<file path="config.mk">
export PLATFORM = sky130hd
export DESIGN_NAME = rtc_alarm_irq
export DESIGN_NICKNAME = d
export VERILOG_FILES = /design/src/rtl/rtc_alarm_pkg.sv /design/src/rtl/alarm_regs.sv /design/src/rtl/alarm_match.sv /design/src/rtl/irq_ctrl.sv /design/src/rtl/rtc_alarm_irq.sv
export SDC_FILE = /design/constraint.sdc
export NUM_CORES = 1
export LEC_CHECK = 0
export BUFFER_PORTS_ARGS = -buffer_cell sky130_fd_sc_hd__buf_2
export CORE_UTILIZATION = 40
export CTS_BUF_LIST = sky130_fd_sc_hd__clkbuf_8
export DETAILED_ROUTE_END_ITERATION = 7
export PLACE_DENSITY = 0.76
export SLEW_MARGIN = 30
export SYNTH_ARGS = -nofsm -noshare
export SYNTH_HDL_FRONTEND = slang
export SYNTH_SLANG_ARGS = --single-unit
</file>
<file path="constraint.sdc">
create_clock -name clk -period 1.3 [get_ports clk]
set_input_delay 0.065 -clock clk [delete_from_list [all_inputs] [get_ports clk]]
set_output_delay 0.065 -clock clk [all_outputs]
set_load 0.005 [all_outputs]
</file>
<file path="src/rtl/rtc_alarm_pkg.sv">
package rtc_alarm_pkg;
    localparam int SEC_W  = 7;
    localparam int MIN_W  = 7;
    localparam int HOUR_W = 6;
    localparam int DAY_W  = 3;
    localparam int NSRC   = 3;
    localparam int DATA_W = 32;

    localparam int SRC_ACK = 0;
    localparam int SRC_ALM = 1;
    localparam int SRC_SEC = 2;

    localparam int TWORD_W  = SEC_W + MIN_W + HOUR_W + 4;
    localparam int DAY_LSB  = 8;
    localparam int DAY_EN_B = 15;

    typedef enum logic {MATCH_ARMED, MATCH_HELD} match_st_e;

    typedef struct packed {
        logic              hour_en;
        logic              pm;
        logic [HOUR_W-1:0] hour;
        logic              min_en;
        logic [MIN_W-1:0]  min;
        logic              sec_en;
        logic [SEC_W-1:0]  sec;
    } talarm_t;

    typedef struct packed {
        logic             day_en;
        logic [DAY_W-1:0] day;
    } dalarm_t;
endpackage

</file>
<file path="src/rtl/alarm_regs.sv">
module alarm_regs
    import rtc_alarm_pkg::*;
(
    input  logic              clk,
    input  logic              rst_n,
    input  logic              wr_time,
    input  logic              wr_day,
    input  logic [DATA_W-1:0] wdata,
    output talarm_t           ta,
    output dalarm_t           da
);
    logic unused_hi;
    assign unused_hi = ^{wdata[DATA_W-1:TWORD_W]};

    always_ff @(posedge clk or negedge rst_n) begin
        if (!rst_n) begin
            ta <= '0;
            da <= '{day_en: 1'b0, day: DAY_W'(1)};
        end else begin
            if (wr_time) ta <= talarm_t'(wdata[TWORD_W-1:0]);
            if (wr_day)  da <= '{day_en: wdata[DAY_EN_B], day: wdata[DAY_LSB +: DAY_W]};
        end
    end
endmodule

</file>
<file path="src/rtl/alarm_match.sv">
module alarm_match
    import rtc_alarm_pkg::*;
(
    input  logic              clk,
    input  logic              rst_n,
    input  logic              tick,
    input  logic              rearm,
    input  logic [SEC_W-1:0]  cur_sec,
    input  logic [MIN_W-1:0]  cur_min,
    input  logic [HOUR_W-1:0] cur_hour,
    input  logic              cur_pm,
    input  logic [DAY_W-1:0]  cur_day,
    input  talarm_t           ta,
    input  dalarm_t           da,
    output logic              alarm_evt
);
    match_st_e st, st_n;
    logic any_en, match;

    always_comb begin
        any_en = ta.sec_en | ta.min_en | ta.hour_en | da.day_en;
        match  = any_en
               & (!ta.sec_en  | (ta.sec == cur_sec))
               & (!ta.min_en  | (ta.min == cur_min))
               & (!ta.hour_en | ((ta.hour == cur_hour) && (ta.pm == cur_pm)))
               & (!da.day_en  | (da.day == cur_day));
    end

    always_comb begin
        st_n = st;
        unique case (st)
            MATCH_ARMED: if (!rearm && tick && match)  st_n = MATCH_HELD;   // FIRE
            MATCH_HELD:  if (rearm)                    st_n = MATCH_ARMED;  // REARM
                         else if (tick && !match)      st_n = MATCH_ARMED;  // RELEASE
            default:                                   st_n = MATCH_ARMED;
        endcase
    end

    always_ff @(posedge clk or negedge rst_n) begin
        if (!rst_n) st <= MATCH_ARMED;
        else        st <= st_n;
    end

    always_comb begin
        alarm_evt = (st == MATCH_ARMED) && !rearm && tick && match;
    end
endmodule

</file>
<file path="src/rtl/irq_ctrl.sv">
module irq_ctrl #(
    parameter int N = 3
) (
    input  logic         clk,
    input  logic         rst_n,
    input  logic [N-1:0] set_evt,
    input  logic         wr_clr,
    input  logic         wr_en,
    input  logic         wr_dis,
    input  logic [N-1:0] wbits,
    output logic [N-1:0] flags,
    output logic [N-1:0] mask,
    output logic         irq
);
    for (genvar i = 0; i < N; i++) begin : g_src
        always_ff @(posedge clk or negedge rst_n) begin
            if (!rst_n) begin
                flags[i] <= 1'b0;
                mask[i]  <= 1'b0;
            end else begin
                if (set_evt[i])                flags[i] <= 1'b1;
                else if (wr_clr && wbits[i])   flags[i] <= 1'b0;
                if (wr_dis && wbits[i])        mask[i]  <= 1'b0;
                else if (wr_en && wbits[i])    mask[i]  <= 1'b1;
            end
        end
    end

    assign irq = |(flags & mask);
endmodule

</file>
<file path="src/rtl/rtc_alarm_irq.sv">
module rtc_alarm_irq
    import rtc_alarm_pkg::*;
(
    input  logic              clk,
    input  logic              rst_n,
    input  logic              tick,
    input  logic [SEC_W-1:0]  cur_sec,
    input  logic [MIN_W-1:0]  cur_min,
    input  logic [HOUR_W-1:0] cur_hour,
    input  logic              cur_pm,
    input  logic [DAY_W-1:0]  cur_day,
    input  logic              upd_ack_evt,
    input  logic              sec_evt,
    input  logic              wr_alarm_time,
    input  logic              wr_alarm_day,
    input  logic              wr_status_clr,
    input  logic              wr_irq_en,
    input  logic              wr_irq_dis,
    input  logic [DATA_W-1:0] wdata,
    output logic [NSRC-1:0]   status,
    output logic [NSRC-1:0]   irq_mask,
    output logic              irq,
    output logic [DATA_W-1:0] alarm_time_rd,
    output logic [DATA_W-1:0] alarm_day_rd
);
    talarm_t         ta;
    dalarm_t         da;
    logic            alarm_evt;
    logic [NSRC-1:0] set_evt;

    alarm_regs u_regs (
        .clk(clk), .rst_n(rst_n),
        .wr_time(wr_alarm_time), .wr_day(wr_alarm_day),
        .wdata(wdata), .ta(ta), .da(da)
    );

    alarm_match u_match (
        .clk(clk), .rst_n(rst_n), .tick(tick),
        .rearm(wr_alarm_time | wr_alarm_day),
        .cur_sec(cur_sec), .cur_min(cur_min), .cur_hour(cur_hour),
        .cur_pm(cur_pm), .cur_day(cur_day),
        .ta(ta), .da(da), .alarm_evt(alarm_evt)
    );

    always_comb begin
        set_evt          = '0;
        set_evt[SRC_ACK] = upd_ack_evt;
        set_evt[SRC_ALM] = alarm_evt;
        set_evt[SRC_SEC] = sec_evt;
    end

    irq_ctrl #(.N(NSRC)) u_irq (
        .clk(clk), .rst_n(rst_n), .set_evt(set_evt),
        .wr_clr(wr_status_clr), .wr_en(wr_irq_en), .wr_dis(wr_irq_dis),
        .wbits(wdata[NSRC-1:0]),
        .flags(status), .mask(irq_mask), .irq(irq)
    );

    always_comb begin
        alarm_time_rd = '0;
        alarm_time_rd[TWORD_W-1:0] = ta;
        alarm_day_rd = '0;
        alarm_day_rd[DAY_EN_B] = da.day_en;
        alarm_day_rd[DAY_LSB +: DAY_W] = da.day;
    end
endmodule

</file>
-- Word-level counts from Yosys, hierarchy flattened
Index checks and enable logic that the tools add are counted.
- equality and inequality tests: 5
- muxes and demuxes: 16
- bitwise logic cells: 14
- reduce and logical (&&, ||, !) cells: 29
- operators with widths (kind ; number):
    logical AND 1 bit ; 16
    two-way mux 1 bit ; 15
    equality test 7 bit ; 2
    nonzero test 2 bit ; 6
    OR 1 bit ; 8
    equality test 6 bit ; 1
    logical NOT 1 bit ; 6
    AND 1 bit ; 4
    AND 3 bit ; 1
    equality test 3 bit ; 1
    OR reduction 3 bit ; 1
    one-hot mux 1 bit (2 select lines) ; 1
    equality test 1 bit ; 1
    NOT 1 bit ; 1
- register bits after elaboration: 35
- bits of input ports: 66
- output and inout bits: 71

-- Logic depth before layout (Yosys ltp)
- depth after elaboration: 12
- depth in mapped cells: 6

-- By module
Synthesis repeated with hierarchy kept, for this count alone.
- cell total of the unflattened synthesis: 157
- area total of the unflattened synthesis: 1985.7 um^2
- modules (own cells, without submodules) (module ; times used ; cells an instance ; area an instance (um^2) ; seq. area each (um^2)):
    alarm_regs ; 1 ; 59 ; 1143.6 ; 701.9
    alarm_match ; 1 ; 40 ; 332.8 ; 25.0
    rtc_alarm_irq ; 1 ; 38 ; 280.3 ; 0.0
    irq_ctrl ; 1 ; 20 ; 229.0 ; 150.1

-- Worst setup path after synthesis
OpenSTA, ideal clock, no wires.
- kind: flip-flop to flip-flop
- start point: register u_regs.da[0] (netlist name)
- end point: register u_irq.flags[1]
- arrival time: 1.110 ns
- data required time: 1.223 ns
- slack: 0.113 ns
- cell stages (with the launch flop): 6
- cell sequence: dfstp_2 > xnor2_1 > nand4_1 > a21oi_1 > nand4_1 > o21ai_1
- word-level cells in the longest chain between the ends: 5
- elaborated cells on any way between the ends: 6
- classes of those cells: eq/ne: 1; mux: 1; bitwise: 2; reduce/logical: 2
- ends and longest elaborated chain (element ; RTL line ; RTL):
    equality test 3 bit (*) ; alarm_match.sv:26 ; & (!da.day_en | (da.day == cur_day));
    OR 1 bit (*) ; alarm_match.sv:26 ;
    AND 1 bit (*) ; alarm_match.sv:26 ;
    logical AND 1 bit (*) ; alarm_match.sv:45 ; alarm_evt = (st == MATCH_ARMED) && !rearm && tick && match;
    two-way mux 1 bit / nonzero test 2 bit (equally long branches) ; n/a ;
    end signal, assigned by index ; irq_ctrl.sv:18 ; flags[i] <= 1'b0;
    end signal, assigned by index ; irq_ctrl.sv:21 ; if (set_evt[i]) flags[i] <= 1'b1;
    end signal, assigned by index ; irq_ctrl.sv:22 ; else if (wr_clr && wbits[i]) flags[i] <= 1'b0;
    end, declared ; irq_ctrl.sv:11 ; output logic [N-1:0] flags,
Mark *: on every way between the ends. The rest lies on a longest branch, timed or not.
A chain may end at the register's enable or synchronous reset.

-- Final worst setup path
- start point: register u_regs.ta[1] (netlist name)
- end point: register u_irq.flags[1]
- word-level cells in the longest chain between the ends: 8
- elaborated cells on any way between the ends: 9
- classes of those cells: eq/ne: 1; mux: 1; bitwise: 5; reduce/logical: 2
- ends and longest elaborated chain (element ; RTL line ; RTL):
    equality test 7 bit (*) ; alarm_match.sv:23 ; & (!ta.sec_en | (ta.sec == cur_sec))
    OR 1 bit (*) ; alarm_match.sv:23 ;
    AND 1 bit (*) ; alarm_match.sv:23 ;
    AND 1 bit (*) ; alarm_match.sv:24 ; & (!ta.min_en | (ta.min == cur_min))
    AND 1 bit (*) ; alarm_match.sv:25 ; & (!ta.hour_en | ((ta.hour == cur_hour) && (ta.pm == cur_pm)))
    AND 1 bit (*) ; alarm_match.sv:26 ;
    logical AND 1 bit (*) ; alarm_match.sv:45 ;
    two-way mux 1 bit / nonzero test 2 bit (equally long branches) ; n/a ;
Marked as above.

==> metrics.log <==
INFO  metric grt_start_max_net_pins = 27
INFO  metric power_density = 1040 nW/um^2
INFO  metric rr_worst_depth = 5
INFO  metric post_synth_instance_area = 1890 um^2
INFO  metric routed_wirelength = about 4000 um
INFO  metric post_synth.cell_area_avg = roughly 12 um^2
INFO  metric cts.sinks = 35
INFO  metric detailroute.via_count = 1479
INFO  metric n_antenna_cell = 0
INFO  metric r2r_start = u_regs.ta[1]
INFO  metric yosysWarnings = 0
INFO  metric clk_root_buffer_cell = sky130_fd_sc_hd__clkbuf_8
INFO  metric grt_setup_unrepaired = true
INFO  metric flow.area_growth_from_synthesis = 36.1%
INFO  metric hold_path_startpoint = wdata[0]
INFO  metric timing.max_slew.rel_slack = 59.6%
INFO  metric worst_hold_path.num_cells = 2
INFO  metric initialDrtViolationCount = 71
INFO  metric layout_min_cycle_time = between 1 and 1.5 ns
INFO  metric critical-path-max-stage-delay = 0.40 ns
INFO  metric top_cell_type_by_total_area_after_synthesis = sky130_fd_sc_hd__dfrtp_1
INFO  metric final_max_slew_viol_count = 0
INFO  metric clock_tree.htree_level_count = 2
INFO  metric row_count = 24
INFO  metric outcome = finished, violations left
INFO  metric critPathMaxFanout = 3
INFO  metric setup_viol = 2
INFO  metric multi_input_area = between 800 and 900 um^2
INFO  metric die_w = between 70 and 80 um
INFO  metric drv_cap = 0
INFO  metric track_usage = 16.8%
INFO  metric crit_chain = xnor2_1, nand4_1, o41ai_2, nand4_1, o21ai_1
INFO  metric design.die.area = 5000 um^2
INFO  metric via_per_inst = 4.51
INFO  metric final_net_count = 341
INFO  metric final_routed_drc_violation_total = 24
INFO  metric dieHeight = 70.7 um
INFO  metric worst-setup-path-type = reg2reg
INFO  metric layout_setup_ws = -0.00809 ns
INFO  metric worst_setup_hold_path_clk_slew = 0.07 ns
INFO  metric violations = design-rule violations, negative setup slack
INFO  metric post-synth-top-area-fraction = 45.1%
INFO  metric first_pass_grt_wire_length = about 6500 um
INFO  metric yosysSeqAreaShare = 46.5%
INFO  metric timing.critical_path.required = approximately 1.5 ns
INFO  metric final_layout_size_suffix_gt1_share = between 50% and 60%
INFO  metric clock_tree.buffer_depth = 2
INFO  metric fmax = between 0.7 and 0.8 GHz
INFO  metric hold_slack = 0.00614 ns
INFO  metric timing.final.crit_share = 101%
INFO  metric clock_tree_from_tritoncts = built
INFO  metric port_buffers = between 90 and 100
INFO  metric detailed_place_hpwl = approximately 3000 um
INFO  metric postSynthRegisterBits = 35
INFO  metric ff_latch_area = ~880 um^2
INFO  metric finalCoreUtilization = approximately 58%
INFO  metric coreArea = 4440 um^2
INFO  metric power.static_leakage = between 1 and 1.5 nW
INFO  metric place.gp.congestion = 0.743
INFO  metric synthCells = 157
INFO  metric worst_pin_slew = 0.606 ns
INFO  metric critPathSlowestCell = sky130_fd_sc_hd__dfrtp_1
INFO  metric wl_per_cell = 12.2 um
INFO  metric start_util = approximately 42%
INFO  metric design.portCount = 137
INFO  metric worstSkewPairLatency = 0.29 ns
INFO  metric rrSetupSlack = -0.008 ns
INFO  metric worst_setup_path_start_kind = flip-flop
INFO  metric netlist-cell-type-count = 20
INFO  metric drt.antenna.violating_nets = 0
INFO  metric cp.arrival = around 1.5 ns
INFO  metric critPathMostFrequentCell = sky130_fd_sc_hd__nand4_1
INFO  metric finalHoldViolCount = 0
INFO  metric critical_path.startpoint = u_regs.ta[1]
INFO  metric critical_path.endpoint_type = flip-flop
INFO  metric first_global_vias = ~1.4k
INFO  metric max_rail_drop_vdd = 0.000639 V
INFO  metric filler_cell_count = 388
INFO  metric antenna_found_initial = 0
INFO  metric timing.clock.skew = 0.00787 ns
INFO  metric dr.pass1.iters = 6
INFO  metric netlist_top_cells_area = sky130_fd_sc_hd__dfrtp_1 (45%), sky130_fd_sc_hd__mux2_2 (17%), sky130_fd_sc_hd__buf_4 (14%), sky130_fd_sc_hd__xnor2_1 (7.0%), sky130_fd_sc_hd__xor2_1 (4.2%)
INFO  metric cts_buffers = 5
INFO  metric hp-class = in2reg
INFO  metric gr-total-overflow = 0
==> routing by layer <==
metal / up-vias / share of wire, % / global-route usage, %
li1: 704 / - / -
met4: 0 / 1.2 / 5.78
met3: 6 / 8.1 / 4.99
met5: - / 0 / 0
met2: 87 / 51 / 30.0
met1: 682 / 40 / 19.0
==> worst paths after layout <==
kind / endpoint
hold reg to reg: u_irq.flags[1]
min in group asynchronous: u_regs.ta[20]
setup / recovery: u_irq.flags[1]
setup reg to reg: u_irq.flags[1]
hold / removal: u_irq.mask[0]
max in group asynchronous: u_regs.da[0]
==> worst max-delay path, delay by kind of cell (launching register included) <==
| kind | cells | cell delay (ns) |
|---|---|---|
| flops | 1 | 0.40 |
| compound gates | 2 | 0.39 |
| simple gates | 2 | 0.31 |
| xor+xnor | 1 | 0.14 |
==> flip-flops by register name (all words and copies together) (netlist names) <==
| signal | flops |
|---|---|
| u_regs.ta | 24 |
| u_irq.mask | 3 |
| u_irq.flags | 3 |
| u_regs.da | 4 |
| u_match.st | 1 |
==> stage by stage <==
| stage | TNS [ns] | setup WS [ns] | total power, mW | area, um^2 | std cells |
|---|---|---|---|---|---|
| CTS | -0.295 | -0.146 | 2.71 | 2540 | 326 |
| global placement | -0.194 | -0.106 | 1.88 | 2350 | 307 |
| floorplan | 0 | 0.113 | 1.65 | 2020 | 192 |
| finish | -0.0134 | -0.00809 | 2.68 | 2570 | 328 |
| global route | -0.395 | -0.171 | 2.84 | 2570 | 328 |
| detailed placement | -0.245 | -0.125 | 1.90 | 2350 | 307 |
==> kinds of logic (layout without fill, tap and decap cells) <==
kind of cell / after synthesis / count (layout) / share of synthesized area [%]
AOI/OAI and AO/OA: 15 / 15 / 6.50
and+or+nand+nor: 13 / 13 / 3.45
muxes: 28 / 28 / 16.7
xor gates and xnor gates: 24 / 24 / 11.1
buffers and inverters: 41 / 125 / 15.5
DFF: 35 / 35 / 46.5
other: 1 / 36 / 0.199
==> final cells by class <==
cell class / instances / share of cell area (%)
flip-flops and latches: 35 / 34.2
multi-input cells: 116 / 33.5
repair buffers: 115 / 26.2
clock buffers: 5 / 2.68
well taps: 52 / 2.53
clock inverters: 3 / 0.634
inverters: 2 / 0.292
==> cell usage in the layout (no fill, tap or decap), types with 2 or more instances in the layout <==
cell	count
sky130_fd_sc_hd__nand2_1	5
sky130_fd_sc_hd__a21o_1	2
sky130_fd_sc_hd__conb_1	36
sky130_fd_sc_hd__o41ai_2	3
sky130_fd_sc_hd__nand4_1	5
sky130_fd_sc_hd__xor2_1	9
sky130_fd_sc_hd__xnor2_1	14
sky130_fd_sc_hd__buf_4	11
sky130_fd_sc_hd__dlygate4sd3_1	11
sky130_fd_sc_hd__a21oi_1	6
sky130_fd_sc_hd__clkbuf_8	5
sky130_fd_sc_hd__dfrtp_1	34
sky130_fd_sc_hd__mux2_2	28
sky130_fd_sc_hd__inv_1	3
sky130_fd_sc_hd__buf_2	92
==> report_power, final <==
| group | total, mW | switching [mW] | internal [mW] |
|---|---|---|---|
| sequential | 1.28 | 0.0872 | 1.20 |
| clock | 0.766 | 0.399 | 0.366 |
| combinational | 0.632 | 0.263 | 0.369 |
| total | 2.68 | 0.749 | 1.93 |
==> repair_timing <==
action / in CTS / in global routing
resized for setup: 1 / 1
hold buffers: 9 / 2
endpoints found under the setup margin: 3 / 4
pin swaps: 3 / 3
buffers inserted: 2 / 0
endpoints found under the hold margin: 26 / 2
==> Yosys cell counts <==
library cell and number:
sky130_fd_sc_hd__or2_1 1, sky130_fd_sc_hd__conb_1 1, sky130_fd_sc_hd__nor2_1 1, sky130_fd_sc_hd__a222oi_1 1, sky130_fd_sc_hd__o21ai_1 1, sky130_fd_sc_hd__a21oi_1 7
sky130_fd_sc_hd__xnor2_1 15, sky130_fd_sc_hd__xor2_1 9, sky130_fd_sc_hd__dfstp_2 1, sky130_fd_sc_hd__mux2_2 28, sky130_fd_sc_hd__nand4_1 5, sky130_fd_sc_hd__buf_4 36
sky130_fd_sc_hd__a21o_1 2, sky130_fd_sc_hd__dfrtp_1 34, sky130_fd_sc_hd__inv_1 2, sky130_fd_sc_hd__nand2_1 5, sky130_fd_sc_hd__nor3_1 1, sky130_fd_sc_hd__o41ai_2 3
sky130_fd_sc_hd__o41ai_1 1, sky130_fd_sc_hd__buf_2 3
No activity file was read; power rests on OpenSTA's default activity.
